File: src/rtl/ram_wipe_pkg.sv
package ram_wipe_pkg;

    typedef enum logic [1:0] {
        KEY_LOCKED = 2'd0,
        KEY_HALF   = 2'd1,
        KEY_OPEN   = 2'd2
    } key_phase_e;

endpackage

File: src/rtl/wipe_key_gate.sv
module wipe_key_gate
    import ram_wipe_pkg::*;
#(
    parameter int unsigned KEY_W      = 8,
    parameter int unsigned KEY_FIRST  = 'hCA,
    parameter int unsigned KEY_SECOND = 'h53
) (
    input  logic             clk,
    input  logic             rst_n,
    input  logic             key_wr,
    input  logic [KEY_W-1:0] key_val,
    input  logic             consume,
    output logic             unlocked
);

    localparam logic [KEY_W-1:0] FIRST_V  = KEY_W'(KEY_FIRST);
    localparam logic [KEY_W-1:0] SECOND_V = KEY_W'(KEY_SECOND);

    typedef struct packed {
        key_phase_e phase;
    } gate_t;

    gate_t gate_d, gate_q;

    always_comb begin
        gate_d = gate_q;
        if (consume) begin
            gate_d.phase = KEY_LOCKED;
        end else if (key_wr) begin
            if (key_val == FIRST_V) begin
                gate_d.phase = KEY_HALF;
            end else if (gate_q.phase == KEY_HALF && key_val == SECOND_V) begin
                gate_d.phase = KEY_OPEN;
            end else begin
                gate_d.phase = KEY_LOCKED;
            end
        end
    end

    always_ff @(posedge clk) begin
        if (!rst_n) begin
            gate_q <= '{phase: KEY_LOCKED};
        end else begin
            gate_q <= gate_d;
        end
    end

    assign unlocked = (gate_q.phase == KEY_OPEN);

endmodule

File: src/rtl/wipe_sweep.sv
module wipe_sweep #(
    parameter int unsigned DEPTH  = 256,
    parameter int unsigned RAM_AW = 8
) (
    input  logic              clk,
    input  logic              rst_n,
    input  logic              launch,
    output logic              busy,
    output logic              finishing,
    output logic [RAM_AW-1:0] ram_addr,
    output logic              ram_we,
    output logic              done
);

    localparam logic [RAM_AW-1:0] LAST = RAM_AW'(DEPTH - 1);

    typedef struct packed {
        logic              busy;
        logic [RAM_AW-1:0] addr;
        logic              done;
    } sweep_t;

    sweep_t sw_d, sw_q;

    always_comb begin
        sw_d      = sw_q;
        sw_d.done = 1'b0;
        if (sw_q.busy) begin
            if (sw_q.addr == LAST) begin
                sw_d.busy = 1'b0;
                sw_d.addr = '0;
                sw_d.done = 1'b1;
            end else begin
                sw_d.addr = sw_q.addr + 1'b1;
            end
        end else if (launch) begin
            sw_d.busy = 1'b1;
            sw_d.addr = '0;
        end
    end

    always_ff @(posedge clk) begin
        if (!rst_n) begin
            sw_q <= '{busy: 1'b0, addr: '0, done: 1'b0};
        end else begin
            sw_q <= sw_d;
        end
    end

    assign busy      = sw_q.busy;
    assign finishing = sw_q.busy && (sw_q.addr == LAST);
    assign ram_addr  = sw_q.addr;
    assign ram_we    = sw_q.busy;
    assign done      = sw_q.done;

endmodule

File: src/rtl/ram_wipe_ctrl.sv
module ram_wipe_ctrl #(
    parameter int unsigned DEPTH      = 256,
    parameter int unsigned DATA_W     = 32,
    parameter int unsigned REG_AW     = 8,
    parameter int unsigned REG_DW     = 32,
    parameter int unsigned CTRL_OFF   = 'h18,
    parameter int unsigned KEY_OFF    = 'h24,
    parameter int unsigned KEY_FIRST  = 'hCA,
    parameter int unsigned KEY_SECOND = 'h53,
    parameter int unsigned RAM_AW     = (DEPTH > 1) ? $clog2(DEPTH) : 1
) (
    input  logic              clk,
    input  logic              rst_n,
    input  logic [REG_AW-1:0] reg_addr,
    input  logic              reg_we,
    input  logic [REG_DW-1:0] reg_wdata,
    output logic [REG_DW-1:0] reg_rdata,
    output logic [RAM_AW-1:0] ram_addr,
    output logic [DATA_W-1:0] ram_wdata,
    output logic              ram_we,
    output logic              wipe_done
);

    localparam int unsigned KEY_W = 8;

    typedef struct packed {
        logic start;
    } ctrl_t;

    ctrl_t ctrl_d, ctrl_q;

    logic ctrl_sel, key_sel, key_wr, launch;
    logic key_open, busy, finishing, start_bit;

    assign ctrl_sel = (reg_addr == REG_AW'(CTRL_OFF));
    assign key_sel  = (reg_addr == REG_AW'(KEY_OFF));
    assign key_wr   = reg_we && key_sel;
    assign launch   = reg_we && ctrl_sel && reg_wdata[0] && key_open && !busy;

    wipe_key_gate #(
        .KEY_W     (KEY_W),
        .KEY_FIRST (KEY_FIRST),
        .KEY_SECOND(KEY_SECOND)
    ) u_gate (
        .clk     (clk),
        .rst_n   (rst_n),
        .key_wr  (key_wr),
        .key_val (reg_wdata[KEY_W-1:0]),
        .consume (launch),
        .unlocked(key_open)
    );

    wipe_sweep #(
        .DEPTH (DEPTH),
        .RAM_AW(RAM_AW)
    ) u_sweep (
        .clk      (clk),
        .rst_n    (rst_n),
        .launch   (launch),
        .busy     (busy),
        .finishing(finishing),
        .ram_addr (ram_addr),
        .ram_we   (ram_we),
        .done     (wipe_done)
    );

    always_comb begin
        ctrl_d = ctrl_q;
        if (launch) begin
            ctrl_d.start = 1'b1;
        end else if (finishing) begin
            ctrl_d.start = 1'b0;
        end
    end

    always_ff @(posedge clk) begin
        if (!rst_n) begin
            ctrl_q <= '{start: 1'b0};
        end else begin
            ctrl_q <= ctrl_d;
        end
    end

    assign start_bit = ctrl_q.start;

    always_comb begin
        reg_rdata = '0;
        if (ctrl_sel) begin
            reg_rdata[0] = start_bit;
            reg_rdata[1] = busy;
        end
    end

    assign ram_wdata = '0;

endmodule

File: config.mk
export PLATFORM = sky130hd
export DESIGN_NAME = ram_wipe_ctrl
export DESIGN_NICKNAME = d
export VERILOG_FILES = /design/src/rtl/ram_wipe_pkg.sv /design/src/rtl/wipe_key_gate.sv /design/src/rtl/wipe_sweep.sv /design/src/rtl/ram_wipe_ctrl.sv
export SDC_FILE = /design/constraint.sdc
export NUM_CORES = 1
export LEC_CHECK = 0
export ABC_AREA = 1
export BUFFER_PORTS_ARGS = -buffer_cell sky130_fd_sc_hd__buf_2
export CORE_MARGIN = 3
export CORE_UTILIZATION = 34
export DETAILED_ROUTE_END_ITERATION = 10
export PLACE_DENSITY_LB_ADDON = 0.05
export SETUP_SLACK_MARGIN = 0.15
export SLEW_MARGIN = 0
export SYNTH_ARGS = -nofsm -noshare
export SYNTH_HDL_FRONTEND = slang
export SYNTH_SLANG_ARGS = --single-unit
File: constraint.sdc
create_clock -name clk -period 1.1 [get_ports clk]
set_input_delay 0.165 -clock clk [delete_from_list [all_inputs] [get_ports clk]]
set_output_delay 0.165 -clock clk [all_outputs]
set_load 0.005 [all_outputs]
* After elaboration in Yosys (flattened, before gate mapping)
Index checks and enable logic that the tools add are counted.
** Storage, ports and cells
- Register bits after elaboration :: 13
- Input bits :: 43
- Output and inout bits :: 74
- Word-level logic and storage cells :: 36
** Operators by class
- $add $sub $neg :: 1
- Equality and inequality tests :: 7
- Multiplexer cells :: 10
- Bitwise operators :: 1
- Reductions and logical operators :: 12
** Operators with widths (count)
- 9-bit two-way mux :: 2
- 8-bit equality test, second input constant :: 2
- 8-bit by 1-bit adder with 8-bit output, second input constant :: 1
- 8-bit by 5-bit equality test with 1-bit output, second input constant :: 1
- 8-bit by 6-bit equality test with 1-bit output, second input constant :: 1
- 8-bit by 7-bit equality test with 1-bit output, second input constant :: 1
- 8-bit two-way mux :: 1
- 1-bit logical AND :: 7
- 2-bit two-way mux :: 3
- 1-bit two-way mux :: 4
- 2-bit nonzero test :: 2
- 2-bit by 1-bit equality test with 1-bit output, second input constant :: 1
- 2-bit equality test, second input constant :: 1
- 2-bit AND reduction :: 1
- 2-bit OR reduction :: 1
- 1-bit zero test :: 1
- 1-bit inverter :: 1

* Longest topological paths before layout
Gate-level depths: netlist of the first run.
- Depth after elaboration :: 7
- Mapped depth :: 7
- Mapped depth without buffers :: 7

* Cells and area by module
A second synthesis of the first run with hierarchy kept.
** Unflattened totals
- Cell total of the unflattened synthesis :: 202
- Area total of the unflattened synthesis :: 1315.0 µm²
** By module, submodules not included
- ram_wipe_ctrl :: times used 1, cells each 96, area each 641.9 µm², sequential area each 20.0 µm²
- wipe_sweep :: times used 1, cells each 75, area each 509.2 µm², sequential area each 200.2 µm²
- wipe_key_gate :: times used 1, cells each 31, area each 163.9 µm², sequential area each 40.0 µm²

* Worst setup path before layout of the first run
OpenSTA, ideal clock, no wires.
- Path kind :: flip-flop to flip-flop
- Start :: register u_sweep.sw_q, in the netlist u_sweep.ram_addr[0]
- End :: register u_sweep.sw_q, in the netlist u_sweep.ram_addr[4]
- Library setup time :: 66 ps
- Arrival :: 1124 ps
- Data required time :: 1034 ps
- Slack :: -90 ps
- Cell stages (with the launch flop) :: 7
- Path buffers :: 0
- Clock period less this slack :: 1190 ps
- Cell sequence :: dfxtp_1 > ha_1 > nand2_2 > nor2_4 > or2_1 > nand3_2 > a21oi_2
** On the way
- Longest elaborated chain between the ends :: 3
- Elaborated cells on any way between the ends :: 4
- Those cells by class :: add/sub (1); eq/ne (1); mux (2)
** Ends and longest elaborated chain
- start, declared :: RTL line wipe_sweep.sv:23 : sweep_t sw_d, sw_q;
- start signal, assigned :: RTL line wipe_sweep.sv:44 : sw_q <= '{busy: 1'b0, addr: '0, done: 1'b0};
- start signal, assigned :: RTL line wipe_sweep.sv:46 : sw_q <= sw_d;
- 8-bit by 1-bit adder with 8-bit output or 8-bit equality test (tied branches) :: RTL line wipe_sweep.sv:34, wipe_sweep.sv:29
- 8-bit two-way mux (*) :: RTL line wipe_sweep.sv:29 : if (sw_q.addr == LAST) begin
- 9-bit two-way mux (*) :: RTL line wipe_sweep.sv:28 : if (sw_q.busy) begin
Mark *: on every way between the ends. The rest lies on a longest branch, timed or not.
A chain may end at the register's enable or synchronous reset.

* Final worst setup path of the first run
- Start :: register u_sweep.sw_q, in the netlist u_sweep.ram_addr[1]
- End :: register u_sweep.sw_q, in the netlist u_sweep.ram_addr[1]
Same word-level chain as after synthesis.

==> key figures, run 1 <==
Clock network
  • Clock Latency Late Sink: 0.24 ns
  • CTS buffer count: 3
  • Clock Path Buffers: 2
  • Hold Buf Count CTS: 0
  • Clk sinks: 13
  • CTS tree: yes
  • Root Buffer Master: clkbuf_8
  • Reg clk slew, reported paths: around 0.05 ns
  • H-tree depth: 1

Floorplanning
  • Initial Util: 37.0%
  • Die Y: a little under 70 um
  • Die Area: between 0.004 and 0.005 mm2
  • Die Wd: 67.9 um
  • Io pins: about 120
  • Site Rows: 21
  • Core area: about 0.0035 mm2

Logic synthesis
  • YS warnings: 0
  • Main combinational cell family by area after synthesis: buffers and inverters
  • Simple-gate share of the synthesized area: ~30%
  • Post-synth cell types: 23
  • Post-Syn Instances: approximately 200
  • Post-synthesis mux area share: 0%
  • XOR/XNOR share of the synthesized area: 0%
  • Part of the Yosys area used for sequential elements: between 10% and 20%
  • Synth Area per Inst: between 6 and 7 um2
  • Synth Area in Compound Gates: around 6.6%
  • Mapped Area: 0.00130 mm2
  • Adder-cell area share of the yosys netlist: less than 1%
  • Synth Register Bits: 13

Critical path
  • CP top delay family: flip-flops
  • Flop-to-flop setup slack: -0.04 ns
  • Crit-path max cell delay: between 0.3 and 0.4 ns
  • Crit path max-delay cell type: dfxtp_4
  • FF-to-FF path depth: 6
  • Startpoint types: flip-flop
  • Critical path fanouts, max: 5
  • CP Class: reg -> reg
  • Worst Path Buf+Inv: 0
  • Reg2reg end: u_sweep.ram_addr[1]
  • Origin of the worst setup path: u_sweep.ram_addr[1]
  • Worst path cell trace: ha_4 > nand2_4 > nor2_4 > a21oi_4 > nand2_1 > a21oi_2
  • WP data required: ~1.3 ns
  • Worst Setup End Kind: flip-flop
  • RR Startpoint: u_sweep.ram_addr[1]
  • CP Data Arrival Time: 1.31 ns

Drt
  • DRT antenna net count: 0
  • DRT Pass-1 Iters: 4
  • DRC violations left: 0
  • Post-DR vias/cell: approximately 4
  • DR WL/cell: a little over 10 um
  • Routed WL: ~3100 um
  • Vias: 1254
  • Starting DRT DRC Count: 29

Timing
  • RSZ-0062 raised after global routing: true
  • Slew Limit Fails: 0
  • Worst Skew: 0.00410 ns
  • Final Hold Viols: 0
  • Setup_tns: -0.119 ns
  • Fmax: around 880 MHz
  • Final Worst Setup Slack: -0.0391 ns
  • Final setup violation count: 4
  • Final Cycle Share: 104%
  • Tmin final: 1.14 ns

Run
  • Max-Cap Viols: 0

Global routing
  • Total GRT Usage: 12.9%
  • Pin count of the biggest net entering global routing: 9
  • Vias in the first global route: between 1000 and 1500
  • Congestion Overflow GR: 0
  • Initial antenna violation count: 0
  • First-pass GRT wire length: between 4000 and 5000 um

Place
  • GP Congestion: ~0.73
  • Setup WS pre-CTS: -0.0800 ns
  • Buffers on Ports: 30
  • Post-DP HPWL: 2110 um

Power and ir drop
  • Max VDD drop: 0.000704 V
  • Pwr dens: 573 mW/mm2
  • Lkg Pwr: 0.887 nW

Final layout
  • Number of nets in the layout: slightly above 300
  • Area Growth Syn to Fin: 41.8%
  • Area of the multi-input gates: slightly below 900 um2
  • Layout fillers: 343
  • Reg area: about 290 um2
  • Share of cells above drive strength 1: approximately 44%
  • Ant diodes: 0

Status
  • Violated checks: negative setup slack
  • Status: complete, but fails checks

Hold path
  • Worst Hold Launch: rst_n
  • Sink of the worst hold path: u_sweep.ram_addr[0]
  • Hold Path Class: in -> reg
  • Hold Path Depth: 3
worst max path at each step:
stage                     slack (ns)  cells after the start                  end
final                          -0.04                      6  u_sweep.ram_addr[1]
after CTS                     -0.009                      6  u_sweep.ram_addr[4]
after detailed placement       -0.08                      6  u_sweep.ram_addr[0]
after global routing           -0.08                      6  u_sweep.ram_addr[4]
after global placement         -0.07                      5         u_sweep.busy
after floorplan                 0.05                      6  u_sweep.ram_addr[4]
power by group:
part | internal (mW) | total [mW] | switching, mW | leakage (nW)
logic | 0.0591 | 0.165 | 0.106 | 0.753
registers | 0.458 | 0.458 | 0.000000505 | 0.111
clock network | 0.256 | 0.435 | 0.179 | 0.0228
flip-flops by register name, indices dropped and copies added (netlist names):
register and cells:
ctrl_q 1, u_sweep.done 1, u_gate.gate_q 2, u_sweep.ram_addr 8, u_sweep.busy 1
cell type report:
type                    count  share of cell area (%)
repair buffers             63                    27.6
inverters                  21                    4.47
flip-flops and latches     13                    15.4
multi-input cells         162                    47.0
clock buffers               4                    2.44
well taps                  46                    3.12
kinds of logic after synthesis:
kind of cell,after synthesis
simple gates,83
compound gates,15
other cells,1
fa+ha+maj,1
buf+inv,84
flops,13
cell usage in the layout (no fill, tap or decap):
master      count
or2_2           1
nor2_2          2
buf_2          17
clkbuf_1        1
or2_1           1
a21oi_2         5
inv_1          15
dfxtp_2         5
nand2_4         1
dfxtp_4         5
nand3_2         6
inv_2           5
and2_1          1
clkbuf_8        3
nor3_2          1
nand3_4         2
clkinvlp_4      1
nand2_1        25
nor2_4          7
o21ai_0         1
buf_4          25
ha_4            1
nand3_1        13
buf_6          21
conb_1         62
a21oi_1         7
nand4_1         5
o21ai_2         1
a21oi_4         1
dfxtp_1         3
nor2_1         14
nand2_2         5
Yosys cell counts:
library cell  count  share of area [%]
ha_1              1               0.96
buf_2             1               0.38
o21ai_0           1               0.38
nor2_2            2               0.96
dfxtp_1          13                 20
conb_1            1               0.29
inv_1            20                5.8
nand2_1          29                8.4
nand4_1           5                2.4
or2_1             1               0.48
inv_2             1               0.29
nor2_1           20                5.8
nand3_1          18                6.9
nor2_4            1               0.86
nor3_2            1               0.77
nand3_2           2                1.5
a21oi_1          10                3.8
o21ai_1           1               0.38
buf_4            62                 36
a21oi_2           3                2.0
nand2_2           2               0.96
and2_1            1               0.48
or2_2             1               0.48
tightest hold or removal path, stage by stage:
cell and delay (ns):
buf_2 0.13, o21ai_2 0.05, nor2_1 0.04
routing by layer:
layer	vias up	global-route usage [%]	wire length, um
met3	9	2.46	273
met5	-	0	0
met1	546	16.1	1230
li1	629	-	-
met2	70	22.1	1540
met4	0	4.71	84
stage by stage:
step           hold WS [ns]  utilization [%]  total power, mW  cell area (um2)  cells
6_report              0.172             52.5             1.06             1850    309
5_1_grt               0.174             52.5             1.12             1850    309
4_1_cts               0.191             49.7             1.06             1750    307
3_5_place_dp          0.449             40.0            0.602             1410    286
3_3_place_gp          0.450             40.0            0.600             1410    286
2_1_floorplan         0.301                -            0.713             1560    258
timing repair:
item / CTS / global route
gates cloned: 1 / 0
buffers inserted: 16 / 2
setup endpoints to repair: 23 / 24
pin swaps: 11 / 15
resized for setup: 43 / 21
endpoints found under the hold margin: 0 / 0
Power figures use the tool's default switching activity.
==> run 2, diff against run 1 <==
--- a/config.mk
+++ b/config.mk
@@ -10,9 +10,11 @@
 export CORE_MARGIN = 3
 export CORE_UTILIZATION = 34
 export DETAILED_ROUTE_END_ITERATION = 10
+export MAX_ROUTING_LAYER = met4
 export PLACE_DENSITY_LB_ADDON = 0.05
 export SETUP_SLACK_MARGIN = 0.15
 export SLEW_MARGIN = 0
 export SYNTH_ARGS = -nofsm -noshare
 export SYNTH_HDL_FRONTEND = slang
+export SYNTH_HIERARCHICAL = 1
 export SYNTH_SLANG_ARGS = --single-unit
==> run 2 against run 1 <==
The flow still finishes with violations (negative setup slack). Clock power is 3% lower. Clock-buffer cell count unchanged. Largest power group unchanged. Routed wire length shrank 14%. Largest cell class unchanged.
==> key figures, run 2 <==
Timing
  • RSZ-0062 raised after global routing: true
  • Slew Limit Fails: 0
  • Hold Slack: around 0.2 ns
  • Worst Skew: 0.00194 ns
  • Fmax: roughly 850 MHz
  • Tmin final: around 1.2 ns
  • Final Worst Setup Slack: -0.0780 ns
  • Final Cycle Share: 107%
  • Final setup violation count: 12
  • Final Hold Viols: 0

Clock network
  • Clk sinks: 13
  • CTS buffer count: 3
  • Reg clk slew, reported paths: 0.05 ns
  • Clock Latency Late Sink: between 0.2 and 0.25 ns
  • Clock Path Buffers: 2
  • Root Buffer Master: clkbuf_8
  • CTS tree: yes
  • H-tree depth: 1

Drt
  • Routed WL: between 2000 and 3000 um
  • DRC violations left: 0
  • DRT antenna net count: 0
  • Starting DRT DRC Count: 43
  • DRT Pass-1 Iters: 4
  • DR WL/cell: 8.59 um
  • Post-DR vias/cell: roughly 3.9
  • Vias: ~1200

Logic synthesis
  • Synth area leader: buf_4
  • Synth Register Bits: 13
  • Post-Syn Instances: ~200
  • Synth top cells by count: buf_4 (63), nand2_1 (40), inv_1 (24)
  • Synth Area per Inst: 6.51 um2
  • Post-synth top flop: dfxtp_1
  • Part of the Yosys area used for sequential elements: 19.8%
  • Ranking of synthesized cells by area: buf_4 (36%), dfxtp_1 (20%), nand2_1 (11%)
  • Ys async rst share: 0%
  • Most common cell in the synthesized netlist: buf_4
  • Mapped Area: ~0.0013 mm2
  • Share of the synthesized area in the top cell type: a little over a third
  • Post-synth cell types: 23
  • Number of flops mapped to enable cells by yosys: 0
  • YS warnings: 6

Final layout
  • Number of nets in the layout: around 310
  • Area Growth Syn to Fin: 36.6%
  • Most frequent cells in the layout: conb_1 (62), nand2_1 (37), buf_2 (21), buf_6 (21)
  • Most common cell after layout, fill and taps aside: conb_1
  • Fin util: approximately 51%
  • Post-route cell area: 0.00180 mm2
  • Share of cells above drive strength 1: 42.9%
  • Max reg flops: 8
  • Ant diodes: 0

Power and ir drop
  • Internal: 0.765 mW
  • Pwr dens: around 570 mW/mm2
  • Max VDD drop: between 0.0006 and 0.0007 V
  • Net Sw Power: ~0.27 mW
  • Clk pwr share: around two fifths
  • Power share of the sequential group: a little under half
  • Switching share of power: between 20% and 30%
  • Lkg Pwr: between 0.9 and 1 nW
  • Power Total: 1.03 mW
  • Combinational fraction of design power: 14.0%

Critical path
  • CP Data Arrival Time: around 1.3 ns
  • Startpoint types: flip-flop
  • Flop-to-flop setup slack: -0.08 ns
  • Worst Setup End Kind: flip-flop
  • WP data required: around 1.2 ns
  • Reg2reg end: u_sweep/ram_addr[1]
  • Origin of the worst setup path: u_gate/gate_q[1]
  • RR Startpoint: u_gate/gate_q[1]
  • CP Class: reg -> reg
  • Critical path fanouts, max: 5
  • FF-to-FF path depth: 9

Hold path
  • Worst Hold Launch: reg_wdata[5]
  • Hold Path Depth: 4
  • Hold Path Class: in -> reg
  • Sink of the worst hold path: u_gate/gate_q[0]

Status
  • Status: complete, but fails checks
  • Violated checks: negative setup slack

Place
  • Placed Area: approximately 0.0014 mm2
  • Buffers on Ports: 30
  • Post-DP HPWL: just over 2000 um
  • Setup WS pre-CTS: -0.0902 ns
  • GP Congestion: ~0.72

Floorplanning
  • Initial Util: ~37%
  • Die Area: about 0.0046 mm2
  • Die Wd: approximately 70 um
  • Core area: 0.00352 mm2
  • Io pins: about 120
  • Die Y: between 60 and 70 um
  • Site Rows: 21

Global routing
  • Initial antenna violation count: 0
  • Congestion Overflow GR: 0
  • Vias in the first global route: just under 1000
  • Total GRT Usage: 11.5%
  • Pin count of the biggest net entering global routing: 10
  • First-pass GRT wire length: between 4000 and 5000 um

Run
  • Max-Cap Viols: 0
==> run 2: cell count changes in the layout (fill, tap and decap cells not counted), moves of 4 or more <==
cell     delta
nand2_1    +12
nand3_1     -8
buf_4       -7
nand4_1     -5
nor2_2      +5
buf_2       +4
nand3_2     -4
==> run 2: worst max-delay path, cell delays in order (launching register included) <==
cell and delay, ns:
dfxtp_2 0.33, inv_2 0.04, nor2_2 0.07, nand2_1 0.07, nor2_2 0.11, inv_2 0.05, nor2_4 0.16, nor2_4 0.08
nand2_1 0.08, a21oi_1 0.07
==> run 2: per-layer routing <==
| layer | GRT usage, % | part of all wire, % |
|---|---|---|
| met5 | - | 0 |
| met4 | 3.23 | 0.49 |
| met1 | 15.0 | 43 |
| met3 | 2.96 | 9.5 |
| met2 | 17.7 | 47 |
==> run 2: how the worst max path moves through the flow <==
| stage | slack [ns] | end |
|---|---|---|
| 4_1_cts | -0.07 | ctrl_q |
| 3_5_place_dp | -0.09 | u_gate/gate_q[1] |
| 6_report | -0.08 | u_sweep/ram_addr[1] |
| 2_1_floorplan | -0.04 | ctrl_q |
| 3_3_place_gp | -0.11 | u_sweep/ram_addr[3] |
| 5_1_grt | -0.15 | ctrl_q |
==> run 2: final cells by class <==
class | instances | area [um2]
repair buffers | 61 | 492
flip-flops and latches | 13 | 278
well taps | 46 | 57.6
inverters | 26 | 97.6
clock buffers | 4 | 45.0
fillers | 363 | 1720
multi-input cells | 162 | 827
==> run 2: cells by family after synthesis <==
kind of cell	count (synthesis)	synth area share, %
buffers and inverters	89	43.4
AND/OR/NAND/NOR	81	27.8
adder cells (fa/ha/maj)	1	0.951
flip-flops	13	19.8
XOR/XNOR	1	0.666
other	1	0.285
AO/OA/AOI/OAI	16	7.14
==> run 2: power by group through the flow <==
stage | logic, mW | clock network, mW | registers, mW
3_3_place_gp | 0.135 | 0 | 0.479
5_1_grt | 0.171 | 0.462 | 0.466
6_report | 0.144 | 0.422 | 0.466
3_5_place_dp | 0.134 | 0 | 0.479
4_1_cts | 0.140 | 0.446 | 0.466
2_1_floorplan | 0.244 | 0 | 0.479
==> run 2: timing repair <==
action,in CTS,in global routing
pin swaps,6,11
resized for setup,36,20
cloned,0,1
endpoints found under the setup margin,24,24
buffers inserted,10,3
hold buffers,0,0
==> run 2: metrics by stage <==
| step | TNS (ns) | std cells |
|---|---|---|
| floorplan | -0.0842 | 263 |
| global placement | -0.847 | 294 |
| detailed placement | -0.885 | 294 |
| CTS | -0.437 | 308 |
| global route | -1.55 | 312 |
| finish | -0.483 | 312 |
==> run 3, diff against run 2 <==
==> constraint.sdc (replaced) <==
create_clock -name clk -period 1.1 [get_ports clk]
set_input_delay 0.275 -clock clk [delete_from_list [all_inputs] [get_ports clk]]
set_output_delay 0.275 -clock clk [all_outputs]
set_load 0.005 [all_outputs]
==> run 3 against run 2 <==
Register-to-register slack improved by 0.02 ns. Clock-buffer cell count is 1 lower. Via count decreased by 2.0%. Critical path depth decreased by 5. Power increased by 5.8%. Largest cell class unchanged. First-iteration DRC count is 40% lower. The run still ends with negative setup slack left. Sequential share of layout area down 0.41 points. Flip-flop and latch count is the same. Clock skew is 0.0031 ns higher. Global-route usage rose by 1.0 points. Largest power group unchanged.
==> key figures, run 3 (synthesis gave the netlist of run 2 again) <==
Floorplanning
  • Io pins: 117
  • Site Rows: 21
  • Initial Util: between 30% and 40%
  • Core area: 0.00352 mm2
  • Die Y: 68.2 um
  • Die Area: about 0.0046 mm2
  • Die Wd: around 70 um

Final layout
  • Fin cells: between 300 and 400
  • Number of nets in the layout: ~310
  • Max reg flops: 8
  • Fin util: a little over half
  • Ant diodes: 0
  • Share of cells above drive strength 1: between 40% and 50%
  • Most common cell after layout, fill and taps aside: conb_1
  • Area Growth Syn to Fin: 41.0%
  • Most frequent cells in the layout: conb_1 (62), nand2_1 (39), buf_6 (24)

Power and ir drop
  • Pwr dens: just under 600 mW/mm2
  • Lkg Pwr: 0.929 nW
  • Max VDD drop: around 0.00056 V

Clock network
  • Clock Path Buffers: 2
  • CTS tree: yes
  • Reg clk slew, reported paths: ~0.06 ns
  • Clock Latency Late Sink: between 0.2 and 0.3 ns
  • Clk sinks: 13
  • Hold Buf Count CTS: 0
  • Root Buffer Master: clkbuf_8
  • H-tree depth: 1
  • CTS buffer count: 3

Timing
  • Tmin final: 1.20 ns
  • Slew Limit Fails: 0
  • Fmax: roughly 840 MHz
  • Final setup violation count: 15
  • Final Hold Viols: 0
  • Worst Skew: ~0.005 ns
  • Final Worst Setup Slack: -0.0952 ns
  • Hold Slack: 0.297 ns
  • Final Cycle Share: 109%
  • RSZ-0062 raised after global routing: true

Drt
  • DRT antenna net count: 0
  • DRC violations left: 0
  • Routed WL: ~2700 um
  • Vias: approximately 1200
  • Post-DR vias/cell: 3.79
  • DR WL/cell: slightly below 9 um
  • Starting DRT DRC Count: 26
  • DRT Pass-1 Iters: 4

Run
  • Max-Cap Viols: 0

Global routing
  • First-pass GRT wire length: ~4400 um
  • Pin count of the biggest net entering global routing: 10
  • Congestion Overflow GR: 0
  • Initial antenna violation count: 0
  • Total GRT Usage: around an eighth
  • Vias in the first global route: roughly 1000

Critical path
  • Startpoint types: flip-flop
  • Crit path max-delay cell type: dfxtp_4
  • Worst Setup End Kind: output port
  • CP Class: reg -> out
  • Crit-path max cell delay: ~0.36 ns
  • Critical path fanouts, max: 2
  • WP data required: between 0.8 and 0.9 ns
  • Flop-to-flop setup slack: -0.06 ns
  • CP Data Arrival Time: a little over 0.9 ns
  • Worst path cell trace: inv_2 > buf_6 > nor2_1 > buf_2

Place
  • Post-DP HPWL: between 2000 and 2500 um
  • Placed Cells incl. Taps: a little under 300
  • Buffers on Ports: 30
  • GP Congestion: ~0.74

Status
  • Status: complete, but fails checks
  • Violated checks: negative setup slack

Hold path
  • Hold Path Class: in -> reg
## run 3: cell count changes in the layout (fill, tap and decap cells not counted), moves of 2 or more
cell	delta
buf_2	-5
nor2_1	+2
buf_6	+3
nand2_4	+2
inv_2	-4
buf_4	+3
inv_4	+2
nor2_2	-2
nand2_1	+2
nand2_2	-4
## run 3: path summary, 6_finish.rpt
kind                               to  depth (start not counted)             start
setup reg to reg  u_sweep/ram_addr[0]                          9  u_gate/gate_q[1]
setup / recovery         reg_rdata[1]                          4      u_sweep/busy
hold reg to reg      u_gate/gate_q[1]                          3  u_gate/gate_q[1]
hold / removal       u_gate/gate_q[0]                          4      reg_wdata[5]
## run 3: power breakdown
group	switching (mW)	internal [mW]	total, mW
clock network	0.189	0.251	0.439
registers	0.0000509	0.466	0.466
logic	0.121	0.0664	0.187
## run 3: repair_timing
action | in CTS | in global routing
cloned | 0 | 0
gates resized for setup | 46 | 9
setup endpoints to repair | 24 | 25
pin swaps | 11 | 5
buffers inserted | 12 | 1
## run 3: critical path, delay by kind of cell, from the launching register on
| family | cells | cell delay, ns |
|---|---|---|
| AND/OR/NAND/NOR | 1 | 0.06 |
| buffers and inverters | 3 | 0.25 |
| flip-flops | 1 | 0.36 |
## run 3: per-layer routing
layer	up-vias	global-route usage (%)	part of all wire [%]
met5	-	-	0
met4	0	2.23	0.29
met3	2	3.45	9.3
met2	59	21.5	49
met1	508	14.7	41
li1	614	-	-
## run 3: layout make-up
class	instances	area, um2
Fill cell	366	1670
Multi-Input combinational cell	161	833
Timing Repair Buffer	62	523
Sequential cell	13	279
Inverter	26	115
Tap cell	46	57.6
Clock buffer	3	41.3
Clock inverter	1	5.00
## run 3: through the flow
| step | setup slack [ns] | power [mW] | TNS, ns | area, um2 |
|---|---|---|---|---|
| 3_5_place_dp | -0.228 | 0.638 | -2.42 | 1490 |
| 5_1_grt | -0.165 | 1.16 | -1.96 | 1850 |
| 2_1_floorplan | -0.0429 | 0.731 | -0.0842 | 1610 |
| 6_report | -0.0952 | 1.09 | -0.565 | 1850 |
| 3_3_place_gp | -0.231 | 0.639 | -2.47 | 1490 |
| 4_1_cts | -0.0955 | 1.11 | -0.646 | 1810 |
